### config.mk
export PLATFORM = sky130hd
export DESIGN_NAME = dbg_trig_unit
export DESIGN_NICKNAME = d
export VERILOG_FILES = /design/src/rtl/dbg_trig_pkg.sv /design/src/rtl/dbg_pass_ctr.sv /design/src/rtl/dbg_ibp.sv /design/src/rtl/dbg_dbp.sv /design/src/rtl/dbg_seq.sv /design/src/rtl/dbg_trig_unit.sv
export SDC_FILE = /design/constraint.sdc
export NUM_CORES = 2
export LEC_CHECK = 0
export ABC_AREA = 1
export BUFFER_PORTS_ARGS = -buffer_cell sky130_fd_sc_hd__buf_2
export CAP_MARGIN = 20
export CORE_MARGIN = 4
export CORE_UTILIZATION = 45
export CTS_BUF_LIST = sky130_fd_sc_hd__clkbuf_8
export CTS_CLUSTER_SIZE = 24
export DETAILED_ROUTE_END_ITERATION = 8
export PLACE_DENSITY = 0.7
export SLEW_MARGIN = 20
export SYNTH_ARGS = -nofsm -noshare
export SYNTH_HDL_FRONTEND = slang
export SYNTH_SLANG_ARGS = --single-unit
### constraint.sdc
create_clock -name clk -period 4.8 [get_ports clk]
set_input_delay 0.96 -clock clk [delete_from_list [all_inputs] [get_ports clk]]
set_output_delay 0.96 -clock clk [all_outputs]
set_load 0.03 [all_outputs]
### src/rtl/dbg_trig_pkg.sv
// Package: shared action encoding and register map of the debug trigger unit.
// Assumes: action codes fit the 2-bit routing fields.
package dbg_trig_pkg;
    typedef enum logic [1:0] {
        ACT_NONE  = 2'd0,
        ACT_HALT  = 2'd1,
        ACT_TRON  = 2'd2,
        ACT_TROFF = 2'd3
    } act_e;

    localparam logic [3:0] BLK_IBP  = 4'h0;
    localparam logic [3:0] BLK_DBP  = 4'h1;
    localparam logic [3:0] BLK_MISC = 4'h2;

    localparam logic [3:0] MISC_SEQ   = 4'h0;
    localparam logic [3:0] MISC_TUPLE = 4'h1;
    localparam logic [3:0] MISC_QCTL  = 4'h2;
    localparam logic [3:0] MISC_QVAL  = 4'h3;
    localparam logic [3:0] MISC_ROUTE = 4'h4;
endpackage

### src/rtl/dbg_pass_ctr.sv
// Pass counter: fires on every P-th raw match and reloads after each firing.
// Assumes: a programmed count of 0 behaves as 1; a load wins over a match.
module dbg_pass_ctr #(
    parameter int CW = 16
) (
    input  logic          clk,
    input  logic          rst_n,
    input  logic          ld_en,
    input  logic [CW-1:0] ld_val,
    input  logic          raw,
    output logic          fire
);
    logic [CW-1:0] pass_q;
    logic [CW-1:0] cnt_q;
    logic [CW-1:0] pass_eff;

    // Effective count: zero is treated as one.
    assign pass_eff = (pass_q == '0) ? CW'(1) : pass_q;
    assign fire     = raw && (cnt_q <= CW'(1));

    // Counter state: load on write, otherwise count raw matches.
    always_ff @(posedge clk) begin
        if (!rst_n) begin
            pass_q <= CW'(1);
            cnt_q  <= CW'(1);
        end else if (ld_en) begin
            pass_q <= ld_val;
            cnt_q  <= (ld_val == '0) ? CW'(1) : ld_val;
        end else if (raw) begin
            cnt_q  <= fire ? pass_eff : cnt_q - CW'(1);
        end
    end

    p_cnt_nonzero_r3: assert property (@(posedge clk) disable iff (!rst_n)
        cnt_q != '0);
    p_reload_r3: assert property (@(posedge clk) disable iff (!rst_n)
        (fire && !ld_en) |=> cnt_q == $past(pass_eff));
    p_decrement_r3: assert property (@(posedge clk) disable iff (!rst_n)
        (raw && !fire && !ld_en) |=> cnt_q == $past(cnt_q) - CW'(1));
endmodule

### src/rtl/dbg_ibp.sv
// Instruction comparator: compares the executed address and can be gated by the qualifier.
// Assumes: AW <= DW; local offsets 0 address, 1 control, 2 pass count.
module dbg_ibp #(
    parameter int AW = 32,
    parameter int DW = 32,
    parameter int CW = 16
) (
    input  logic          clk,
    input  logic          rst_n,
    input  logic          wr_en,
    input  logic [1:0]    wr_off,
    input  logic [DW-1:0] wr_data,
    input  logic          ex_valid,
    input  logic [AW-1:0] ex_addr,
    input  logic          qual_ok,
    output logic          hit
);
    logic [AW-1:0] addr_q;
    logic          en_q;
    logic          qreq_q;
    logic          raw;

    // Configuration registers.
    always_ff @(posedge clk) begin
        if (!rst_n) begin
            addr_q <= '0;
            en_q   <= 1'b0;
            qreq_q <= 1'b0;
        end else if (wr_en) begin
            if (wr_off == 2'd0) addr_q <= wr_data[AW-1:0];
            if (wr_off == 2'd1) begin
                en_q   <= wr_data[0];
                qreq_q <= wr_data[1];
            end
        end
    end

    // Raw match, gated by the qualifier when requested.
    assign raw = en_q && ex_valid && (ex_addr == addr_q) && (!qreq_q || qual_ok);

    dbg_pass_ctr #(.CW(CW)) u_pass (
        .clk   (clk),
        .rst_n (rst_n),
        .ld_en (wr_en && (wr_off == 2'd2)),
        .ld_val(wr_data[CW-1:0]),
        .raw   (raw),
        .fire  (hit)
    );

    p_qual_gate_r4: assert property (@(posedge clk) disable iff (!rst_n)
        (hit && qreq_q) |-> qual_ok);
endmodule

### src/rtl/dbg_dbp.sv
// Data comparator: address, optional direction and byte-masked value compare.
// Assumes: DW is a multiple of 8; offsets 0 address, 1 value, 2 control, 3 pass count.
module dbg_dbp #(
    parameter int AW = 32,
    parameter int DW = 32,
    parameter int CW = 16
) (
    input  logic          clk,
    input  logic          rst_n,
    input  logic          wr_en,
    input  logic [1:0]    wr_off,
    input  logic [DW-1:0] wr_data,
    input  logic          mem_valid,
    input  logic [AW-1:0] mem_addr,
    input  logic          mem_write,
    input  logic [DW-1:0] mem_data,
    output logic          acc_hit,
    output logic          hit
);
    localparam int NB = DW / 8;

    logic [AW-1:0] addr_q;
    logic [DW-1:0] val_q;
    logic          en_q;
    logic          dchk_q;
    logic          dwr_q;
    logic [NB-1:0] bmask_q;
    logic [DW-1:0] bit_mask;
    logic          raw;

    // Configuration registers.
    always_ff @(posedge clk) begin
        if (!rst_n) begin
            addr_q  <= '0;
            val_q   <= '0;
            en_q    <= 1'b0;
            dchk_q  <= 1'b0;
            dwr_q   <= 1'b0;
            bmask_q <= '0;
        end else if (wr_en) begin
            if (wr_off == 2'd0) addr_q <= wr_data[AW-1:0];
            if (wr_off == 2'd1) val_q  <= wr_data;
            if (wr_off == 2'd2) begin
                en_q    <= wr_data[0];
                dchk_q  <= wr_data[1];
                dwr_q   <= wr_data[2];
                bmask_q <= wr_data[4 +: NB];
            end
        end
    end

    // Expand the byte mask to a bit mask.
    for (genvar b = 0; b < NB; b++) begin : g_mask
        assign bit_mask[b*8 +: 8] = {8{bmask_q[b]}};
    end

    // Address and direction hit, then the value compare on top of it.
    assign acc_hit = en_q && mem_valid && (mem_addr == addr_q) && (!dchk_q || (mem_write == dwr_q));
    assign raw     = acc_hit && (((mem_data ^ val_q) & bit_mask) == '0);

    dbg_pass_ctr #(.CW(CW)) u_pass (
        .clk   (clk),
        .rst_n (rst_n),
        .ld_en (wr_en && (wr_off == 2'd3)),
        .ld_val(wr_data[CW-1:0]),
        .raw   (raw),
        .fire  (hit)
    );

    p_hit_needs_access_r6: assert property (@(posedge clk) disable iff (!rst_n)
        hit |-> mem_valid);
endmodule

### src/rtl/dbg_seq.sv
// Primed sequencer: steps through programmed sources in order and fires after the last step.
// Assumes: lengths above NSTEP are clamped; a configuration write restarts at step 0.
module dbg_seq #(
    parameter int NSRC  = 6,
    parameter int NSTEP = 4,
    localparam int SW   = $clog2(NSRC),
    localparam int LW   = $clog2(NSTEP + 1),
    localparam int PW   = (NSTEP > 1) ? $clog2(NSTEP) : 1,
    localparam int CFGW = NSTEP * SW + LW
) (
    input  logic            clk,
    input  logic            rst_n,
    input  logic            cfg_wr,
    input  logic [CFGW-1:0] cfg_data,
    input  logic [NSRC-1:0] ev,
    output logic            fire
);
    logic [SW-1:0] src_q [NSTEP];
    logic [LW-1:0] len_q;
    logic [PW-1:0] step_q;
    logic [LW-1:0] len_in;
    logic [SW-1:0] cur_src;
    logic          active;
    logic          cur_ev;

    assign len_in  = cfg_data[NSTEP*SW +: LW];
    assign active  = (len_q != '0);
    assign cur_src = src_q[step_q];
    assign cur_ev  = active && (int'(cur_src) < NSRC) && ev[cur_src];
    assign fire    = cur_ev && ((LW'(step_q) + LW'(1)) == len_q);

    // Sequence configuration and step counter.
    always_ff @(posedge clk) begin
        if (!rst_n) begin
            for (int s = 0; s < NSTEP; s++) src_q[s] <= '0;
            len_q  <= '0;
            step_q <= '0;
        end else if (cfg_wr) begin
            for (int s = 0; s < NSTEP; s++) src_q[s] <= cfg_data[s*SW +: SW];
            len_q  <= (int'(len_in) > NSTEP) ? LW'(NSTEP) : len_in;
            step_q <= '0;
        end else if (fire) begin
            step_q <= '0;
        end else if (cur_ev) begin
            step_q <= step_q + PW'(1);
        end
    end

    p_step_bound_r1: assert property (@(posedge clk) disable iff (!rst_n)
        active |-> (LW'(step_q) < len_q));
    p_idle_step_r1: assert property (@(posedge clk) disable iff (!rst_n)
        !active |-> (step_q == '0));
    p_hold_r1: assert property (@(posedge clk) disable iff (!rst_n)
        (!cfg_wr && !cur_ev) |=> $stable(step_q));
    p_restart_r1: assert property (@(posedge clk) disable iff (!rst_n)
        (cfg_wr || fire) |=> (step_q == '0));
endmodule

### src/rtl/dbg_trig_unit.sv
// Debug trigger unit top: register decode, comparators, sequencer, tuple,
// qualifier and action routing to registered single-cycle trigger pulses.
// Assumes: AW <= DW, N_IBP <= 4, N_DBP <= 4 (two address bits per block).
module dbg_trig_unit
    import dbg_trig_pkg::*;
#(
    parameter int AW    = 32,
    parameter int DW    = 32,
    parameter int CW    = 16,
    parameter int N_IBP = 4,
    parameter int N_DBP = 2,
    parameter int NSTEP = 4
) (
    input  logic          clk,
    input  logic          rst_n,
    input  logic          cfg_we,
    input  logic [7:0]    cfg_addr,
    input  logic [DW-1:0] cfg_wdata,
    input  logic          ex_valid,
    input  logic [AW-1:0] ex_addr,
    input  logic          mem_valid,
    input  logic [AW-1:0] mem_addr,
    input  logic          mem_write,
    input  logic [DW-1:0] mem_data,
    output logic          halt_o,
    output logic          trace_on_o,
    output logic          trace_off_o
);
    localparam int NSRC  = N_IBP + N_DBP;
    localparam int NALL  = NSRC + 2;
    localparam int SRC_SEQ = NSRC;
    localparam int SRC_TUP = NSRC + 1;
    localparam int SW    = $clog2(NSRC);
    localparam int LW    = $clog2(NSTEP + 1);
    localparam int SCFGW = NSTEP * SW + LW;
    localparam int ISW   = (N_IBP > 1) ? $clog2(N_IBP) : 1;
    localparam int DSW   = (N_DBP > 1) ? $clog2(N_DBP) : 1;

    logic [N_IBP-1:0] ihit;
    logic [N_DBP-1:0] dhit;
    logic [N_DBP-1:0] dacc;
    logic [NALL-1:0]  ev_all;
    logic             seq_fire;
    logic             tup_fire;
    logic             misc_wr;

    logic             qual_en_q;
    logic [DSW-1:0]   qual_sel_q;
    logic [DW-1:0]    qual_val_q;
    logic             qual_ok_q;

    logic             tup_en_q;
    logic [ISW-1:0]   tup_isel_q;
    logic [DSW-1:0]   tup_dsel_q;
    logic             armed_q;

    logic [2*NALL-1:0] route_q;
    logic             halt_n;
    logic             ton_n;
    logic             toff_n;

    assign misc_wr = cfg_we && (cfg_addr[7:4] == BLK_MISC);

    // Instruction comparators.
    for (genvar i = 0; i < N_IBP; i++) begin : g_ibp
        dbg_ibp #(.AW(AW), .DW(DW), .CW(CW)) u_ibp (
            .clk     (clk),
            .rst_n   (rst_n),
            .wr_en   (cfg_we && (cfg_addr[7:4] == BLK_IBP) && (int'(cfg_addr[3:2]) == i)),
            .wr_off  (cfg_addr[1:0]),
            .wr_data (cfg_wdata),
            .ex_valid(ex_valid),
            .ex_addr (ex_addr),
            .qual_ok (qual_ok_q),
            .hit     (ihit[i])
        );
    end

    // Data comparators.
    for (genvar j = 0; j < N_DBP; j++) begin : g_dbp
        dbg_dbp #(.AW(AW), .DW(DW), .CW(CW)) u_dbp (
            .clk      (clk),
            .rst_n    (rst_n),
            .wr_en    (cfg_we && (cfg_addr[7:4] == BLK_DBP) && (int'(cfg_addr[3:2]) == j)),
            .wr_off   (cfg_addr[1:0]),
            .wr_data  (cfg_wdata),
            .mem_valid(mem_valid),
            .mem_addr (mem_addr),
            .mem_write(mem_write),
            .mem_data (mem_data),
            .acc_hit  (dacc[j]),
            .hit      (dhit[j])
        );
    end

    dbg_seq #(.NSRC(NSRC), .NSTEP(NSTEP)) u_seq (
        .clk     (clk),
        .rst_n   (rst_n),
        .cfg_wr  (misc_wr && (cfg_addr[3:0] == MISC_SEQ)),
        .cfg_data(cfg_wdata[SCFGW-1:0]),
        .ev      ({dhit, ihit}),
        .fire    (seq_fire)
    );

    // Miscellaneous configuration: tuple, qualifier and routing.
    always_ff @(posedge clk) begin
        if (!rst_n) begin
            tup_en_q   <= 1'b0;
            tup_isel_q <= '0;
            tup_dsel_q <= '0;
            qual_en_q  <= 1'b0;
            qual_sel_q <= '0;
            qual_val_q <= '0;
            route_q    <= '0;
        end else if (misc_wr) begin
            case (cfg_addr[3:0])
                MISC_TUPLE: begin
                    tup_en_q   <= cfg_wdata[0];
                    tup_isel_q <= cfg_wdata[1 +: ISW];
                    tup_dsel_q <= cfg_wdata[3 +: DSW];
                end
                MISC_QCTL: begin
                    qual_en_q  <= cfg_wdata[0];
                    qual_sel_q <= cfg_wdata[1 +: DSW];
                end
                MISC_QVAL:  qual_val_q <= cfg_wdata;
                MISC_ROUTE: route_q    <= cfg_wdata[2*NALL-1:0];
                default: ;
            endcase
        end
    end

    // Qualifier state follows the value seen at the designated data comparator.
    always_ff @(posedge clk) begin
        if (!rst_n) begin
            qual_ok_q <= 1'b0;
        end else if (qual_en_q && dacc[qual_sel_q]) begin
            qual_ok_q <= (mem_data == qual_val_q);
        end
    end

    // Tuple: arm on the instruction hit, decide on the first later data access.
    assign tup_fire = tup_en_q && armed_q && mem_valid && dhit[tup_dsel_q];

    always_ff @(posedge clk) begin
        if (!rst_n || !tup_en_q) begin
            armed_q <= 1'b0;
        end else if (ihit[tup_isel_q]) begin
            armed_q <= 1'b1;
        end else if (mem_valid) begin
            armed_q <= 1'b0;
        end
    end

    assign ev_all = {tup_fire, seq_fire, dhit, ihit};

    // Route each firing source to its action.
    always_comb begin
        halt_n = 1'b0;
        ton_n  = 1'b0;
        toff_n = 1'b0;
        for (int k = 0; k < NALL; k++) begin
            if (ev_all[k]) begin
                case (act_e'(route_q[2*k +: 2]))
                    ACT_HALT:  halt_n = 1'b1;
                    ACT_TRON:  ton_n  = 1'b1;
                    ACT_TROFF: toff_n = 1'b1;
                    default: ;
                endcase
            end
        end
    end

    // Registered trigger outputs.
    always_ff @(posedge clk) begin
        if (!rst_n) begin
            halt_o      <= 1'b0;
            trace_on_o  <= 1'b0;
            trace_off_o <= 1'b0;
        end else begin
            halt_o      <= halt_n;
            trace_on_o  <= ton_n;
            trace_off_o <= toff_n;
        end
    end

    p_qual_set_r4: assert property (@(posedge clk) disable iff (!rst_n)
        (qual_en_q && dacc[qual_sel_q] && (mem_data == qual_val_q)) |=> qual_ok_q);
    p_qual_clr_r4: assert property (@(posedge clk) disable iff (!rst_n)
        (qual_en_q && dacc[qual_sel_q] && (mem_data != qual_val_q)) |=> !qual_ok_q);
    p_tuple_disarm_r2: assert property (@(posedge clk) disable iff (!rst_n)
        (armed_q && mem_valid && !ihit[tup_isel_q]) |=> !armed_q);
    p_seq_halt_r5: assert property (@(posedge clk) disable iff (!rst_n)
        (seq_fire && (route_q[2*SRC_SEQ +: 2] == 2'(ACT_HALT))) |=> halt_o);
    p_tup_tron_r5: assert property (@(posedge clk) disable iff (!rst_n)
        (tup_fire && (route_q[2*SRC_TUP +: 2] == 2'(ACT_TRON))) |=> trace_on_o);
endmodule

==> reports/summary.json <==
{
  "synth_enable_flop_cells": {"value": 12},
  "synthSimpleGateAreaFrac": {"value": 25.2, "unit": "%"},
  "cts-htree-levels": {"value": 3},
  "worst_hold_slack": {"value": 0.447, "unit": "ns"},
  "clkLatencyLatePin": {"value": 0.74, "unit": "ns"},
  "post_synth_mux_area_share": {"value": 0.157, "unit": "%"},
  "synth-xor-area-share": {"value": 3.91, "unit": "%"},
  "tritoncts_num_sinks": {"value": 548},
  "synth-seq-cells": {"value": 548},
  "worst_setup_path_start_kind": {"value": "register"},
  "finalCriticalPeriod": {"value": 2.89, "unit": "ns"},
  "layout.cell_area.non_filler": {"value": 32100, "unit": "um2"},
  "drtPass1Iterations": {"value": 7},
  "synth_compound_area_share": {"value": 20.9, "unit": "%"},
  "drt_iter0_markers": {"value": 3131},
  "min_period_over_period": {"value": 60.2, "unit": "%"},
  "worst-slew-pin-transition": {"value": 1.02, "unit": "ns"},
  "final_max_slew_viol_count": {"value": 0},
  "top_level_ports": {"value": 145},
  "yosys-top-cells-area": {"value": "sky130_fd_sc_hd__dfxtp_1, sky130_fd_sc_hd__nand2_1, sky130_fd_sc_hd__a21oi_1"},
  "powerDensity": {"value": 305, "unit": "nW/um2"},
  "worst_clock_skew": {"value": 0.0309, "unit": "ns"},
  "synth-seq-area-share": {"value": 38.6, "unit": "%"},
  "report.final.setup_viol": {"value": 0},
  "gp_congestion": {"value": 1.05},
  "status": {"value": "complete, no violations"},
  "post_cts_resize_count": {"value": 0},
  "worstSetupPathType": {"value": "reg2reg"},
  "endpoint_kind": {"value": "register"},
  "die_area": {"value": 67900, "unit": "um2"},
  "post-synth-top-area-fraction": {"value": 37.4, "unit": "%"},
  "layout.cells.most_common": {"value": "sky130_fd_sc_hd__nand2_1"},
  "worstHoldPathType": {"value": "reg2reg"},
  "cap_viol_max_count": {"value": 0},
  "dominantRegCellSynth": {"value": "sky130_fd_sc_hd__dfxtp_1"},
  "grt_antenna_before_repair": {"value": 9},
  "setup_total_negative_slack": {"value": 0, "unit": "ns"},
  "starting_density_of_the_core": {"value": 45.5, "unit": "%"},
  "tritoncts.num_buffers": {"value": 94},
  "final.setup.worst_slack": {"value": 1.91, "unit": "ns"},
  "vias_per_cell": {"value": 5.41},
  "grt_start_max_net_pins": {"value": 254},
  "row_count": {"value": 92},
  "grt_overflow_total": {"value": 0},
  "met2_wire_length": {"value": 43600, "unit": "um"},
  "design.core.area": {"value": 63100, "unit": "um2"},
  "post_layout_nonfiller_instances": {"value": 5349},
  "n_fill_cell": {"value": 6506},
  "first_global_vias": {"value": 26302},
  "dpl.cell_count": {"value": 5174},
  "totalWireLength": {"value": 99300, "unit": "um"},
  "critPathRequiredTime": {"value": 5.37, "unit": "ns"},
  "syn-instance-count": {"value": 4343},
  "ctsRootBufferMaster": {"value": "sky130_fd_sc_hd__clkbuf_8"},
  "post_drt_wl_per_cell": {"value": 18.6, "unit": "um"},
  "placed_cell_area": {"value": 30000, "unit": "um2"},
  "place_ws": {"value": 1.32, "unit": "ns"},
  "cts_tree": {"value": "yes"},
  "synth_top_cell_by_area": {"value": "sky130_fd_sc_hd__dfxtp_1"},
  "drc": {"value": 0},
  "drive_gt1_share": {"value": 8.61, "unit": "%"},
  "synth_top_family_by_area": {"value": "simple AND/OR/NAND/NOR gates"},
  "layout.cells.most_common_list": {"value": "sky130_fd_sc_hd__nand2_1, sky130_fd_sc_hd__inv_1, sky130_fd_sc_hd__dfxtp_1"},
  "synthArstFlopShare": {"value": 0, "unit": "%"},
  "ys.warnings.count": {"value": 0},
  "achievable-frequency": {"value": 0.346, "unit": "GHz"},
  "port_buffers": {"value": 144},
  "totalPowerFinal": {"value": 9.78, "unit": "mW"},
  "met1Wirelength": {"value": 43100, "unit": "um"},
  "wl_met3": {"value": 8520, "unit": "um"},
  "cts_post_setup_buffers_inserted": {"value": 0},
  "slew-limit-headroom": {"value": 32.2, "unit": "%"},
  "leakage_power": {"value": 13.2, "unit": "nW"},
  "worst_case_vdd_ir_drop": {"value": 0.226, "unit": "mV"},
  "setup_repair_after_global_routing_missed_its_margin": {"value": "false"},
  "grt_usage": {"value": 28.4, "unit": "%"},
  "worstPathMaxFanout": {"value": 22},
  "grt_first_pass_wirelength": {"value": 151000, "unit": "um"},
  "hold_violations": {"value": 0},
  "area.growth.synth_to_final": {"value": 11.7, "unit": "%"},
  "die_height": {"value": 261, "unit": "um"},
  "final_antenna_net_count": {"value": 0},
  "final_nets": {"value": 4579},
  "synth_fa_ha_area_share": {"value": 0.567, "unit": "%"},
  "syn_nets": {"value": 4498},
  "clock_path_buffers": {"value": 3},
  "route.top_layer_used": {"value": "met5"},
  "postSynthAreaPerCell": {"value": 6.61, "unit": "um2"},
  "synth_area": {"value": 28700, "unit": "um2"},
  "die_width": {"value": 261, "unit": "um"},
  "worst_ep_arrival_time": {"value": 3.46, "unit": "ns"},
  "hold_bufs_inserted_after_cts": {"value": 0},
  "final_util": {"value": 50.8, "unit": "%"},
  "dr_total_vias": {"value": 28912},
  "dp.final_hpwl": {"value": 69500, "unit": "um"},
  "post_synth_num_cell_types": {"value": 57},
  "cts.reportedPaths.clkPinSlew": {"value": 0.06, "unit": "ns"}
}
worst max-delay path, cell delays in order, from the launching register on:
cell and delay (ns):
sky130_fd_sc_hd__dfxtp_1 0.35, sky130_fd_sc_hd__inv_1 0.07, sky130_fd_sc_hd__ha_1 0.20, sky130_fd_sc_hd__nor3b_1 0.45, sky130_fd_sc_hd__nand2_1 0.25, sky130_fd_sc_hd__a21oi_1 0.26, sky130_fd_sc_hd__nand3_1 0.61, sky130_fd_sc_hd__o211ai_1 0.44
sky130_fd_sc_hd__a31oi_1 0.11
cells by family after synthesis:
group           after synthesis
xor+xnor                    128
simple gates               1742
flops                       548
fa+ha+maj                    13
compound gates             1105
buf+inv                     803
mux                           4
power by group:
| group | internal, mW | total (mW) | leakage, nW | switching (mW) |
|---|---|---|---|---|
| Sequential | 4.58 | 4.59 | 4.43 | 0.00800 |
| Combinational | 0.185 | 0.710 | 7.64 | 0.526 |
| Clock | 2.41 | 4.48 | 1.12 | 2.07 |
path summary, 6_finish.rpt:
check / end / slack (ns) / depth (start not counted) / from
worst max-delay path: g_ibp[0].u_ibp.u_pass.cnt_q[7]$_SDFFE_PN0P_ / 1.91 / 8 / g_ibp[0].u_ibp.u_pass.cnt_q[0]$_SDFFE_PN1P_
worst min-delay path: qual_en_q$_SDFFE_PN0P_ / 0.45 / 2 / qual_en_q$_SDFFE_PN0P_
worst max register to register: g_ibp[0].u_ibp.u_pass.cnt_q[7]$_SDFFE_PN0P_ / 1.91 / 8 / g_ibp[0].u_ibp.u_pass.cnt_q[0]$_SDFFE_PN1P_
worst min register to register: qual_en_q$_SDFFE_PN0P_ / 0.45 / 2 / qual_en_q$_SDFFE_PN0P_
cell type report:
class,count,area [um2],area share [%]
tap,846,1060,3.30
clock buffer,119,1640,5.11
clock inverter,50,350,1.09
antenna,6,15.0,0.0468
timing repair buffer,176,996,3.11
sequential,548,11100,34.6
multi-input combinational,2992,14600,45.6
inverter,612,2300,7.18
synth_stat cells (2+ instances only):
| master | number |
|---|---|
| sky130_fd_sc_hd__nand2_1 | 1093 |
| sky130_fd_sc_hd__inv_1 | 591 |
| sky130_fd_sc_hd__dfxtp_1 | 536 |
| sky130_fd_sc_hd__a21oi_1 | 479 |
| sky130_fd_sc_hd__o21ai_0 | 437 |
| sky130_fd_sc_hd__nor2_1 | 319 |
| sky130_fd_sc_hd__clkbuf_1 | 166 |
| sky130_fd_sc_hd__nand3_1 | 158 |
| sky130_fd_sc_hd__xnor2_1 | 75 |
| sky130_fd_sc_hd__o211ai_1 | 64 |
| sky130_fd_sc_hd__nand4_1 | 62 |
| sky130_fd_sc_hd__a31oi_1 | 60 |
| sky130_fd_sc_hd__xor2_1 | 53 |
| sky130_fd_sc_hd__nor3_1 | 33 |
| sky130_fd_sc_hd__nor4_1 | 28 |
| sky130_fd_sc_hd__o221ai_1 | 26 |
| sky130_fd_sc_hd__inv_2 | 19 |
| sky130_fd_sc_hd__buf_2 | 17 |
| sky130_fd_sc_hd__ha_1 | 13 |
| sky130_fd_sc_hd__edfxtp_1 | 12 |
| sky130_fd_sc_hd__nand3b_1 | 11 |
| sky130_fd_sc_hd__nor2_2 | 10 |
| sky130_fd_sc_hd__o22ai_1 | 10 |
| sky130_fd_sc_hd__or2_2 | 7 |
| sky130_fd_sc_hd__buf_4 | 5 |
| sky130_fd_sc_hd__a211oi_1 | 4 |
| sky130_fd_sc_hd__nand3_2 | 4 |
| sky130_fd_sc_hd__o31ai_1 | 4 |
| sky130_fd_sc_hd__a211o_1 | 3 |
| sky130_fd_sc_hd__a41o_1 | 3 |
| sky130_fd_sc_hd__mux2_2 | 3 |
| sky130_fd_sc_hd__nor3_2 | 3 |
| sky130_fd_sc_hd__nor4_2 | 3 |
| sky130_fd_sc_hd__o2111ai_1 | 3 |
| sky130_fd_sc_hd__a32oi_1 | 2 |
| sky130_fd_sc_hd__a41oi_1 | 2 |
| sky130_fd_sc_hd__clkbuf_2 | 2 |
| sky130_fd_sc_hd__clkinv_1 | 2 |
| sky130_fd_sc_hd__nor2_4 | 2 |
| sky130_fd_sc_hd__nor3_4 | 2 |
sequential cells by signal, summed over array words and instances (netlist names), 16 cells and up, named ones only:
register,flops
g_ibp.u_ibp.addr_q,128
g_dbp.u_dbp.addr_q,64
g_dbp.u_dbp.u_pass.pass_q,32
g_ibp.u_ibp.u_pass.cnt_q,64
route_q,16
g_dbp.u_dbp.u_pass.cnt_q,32
g_dbp.u_dbp.val_q,64
g_ibp.u_ibp.u_pass.pass_q,64
qual_val_q,32
layer usage:
metal / global-route usage [%] / vias up
met3: 5.71 / 251
met4: 11.1 / 8
met1: 39.1 / 13211
met2: 43.9 / 1125
li1: - / 14317
met5: 0 / -
Power figures use the tool's default switching activity.
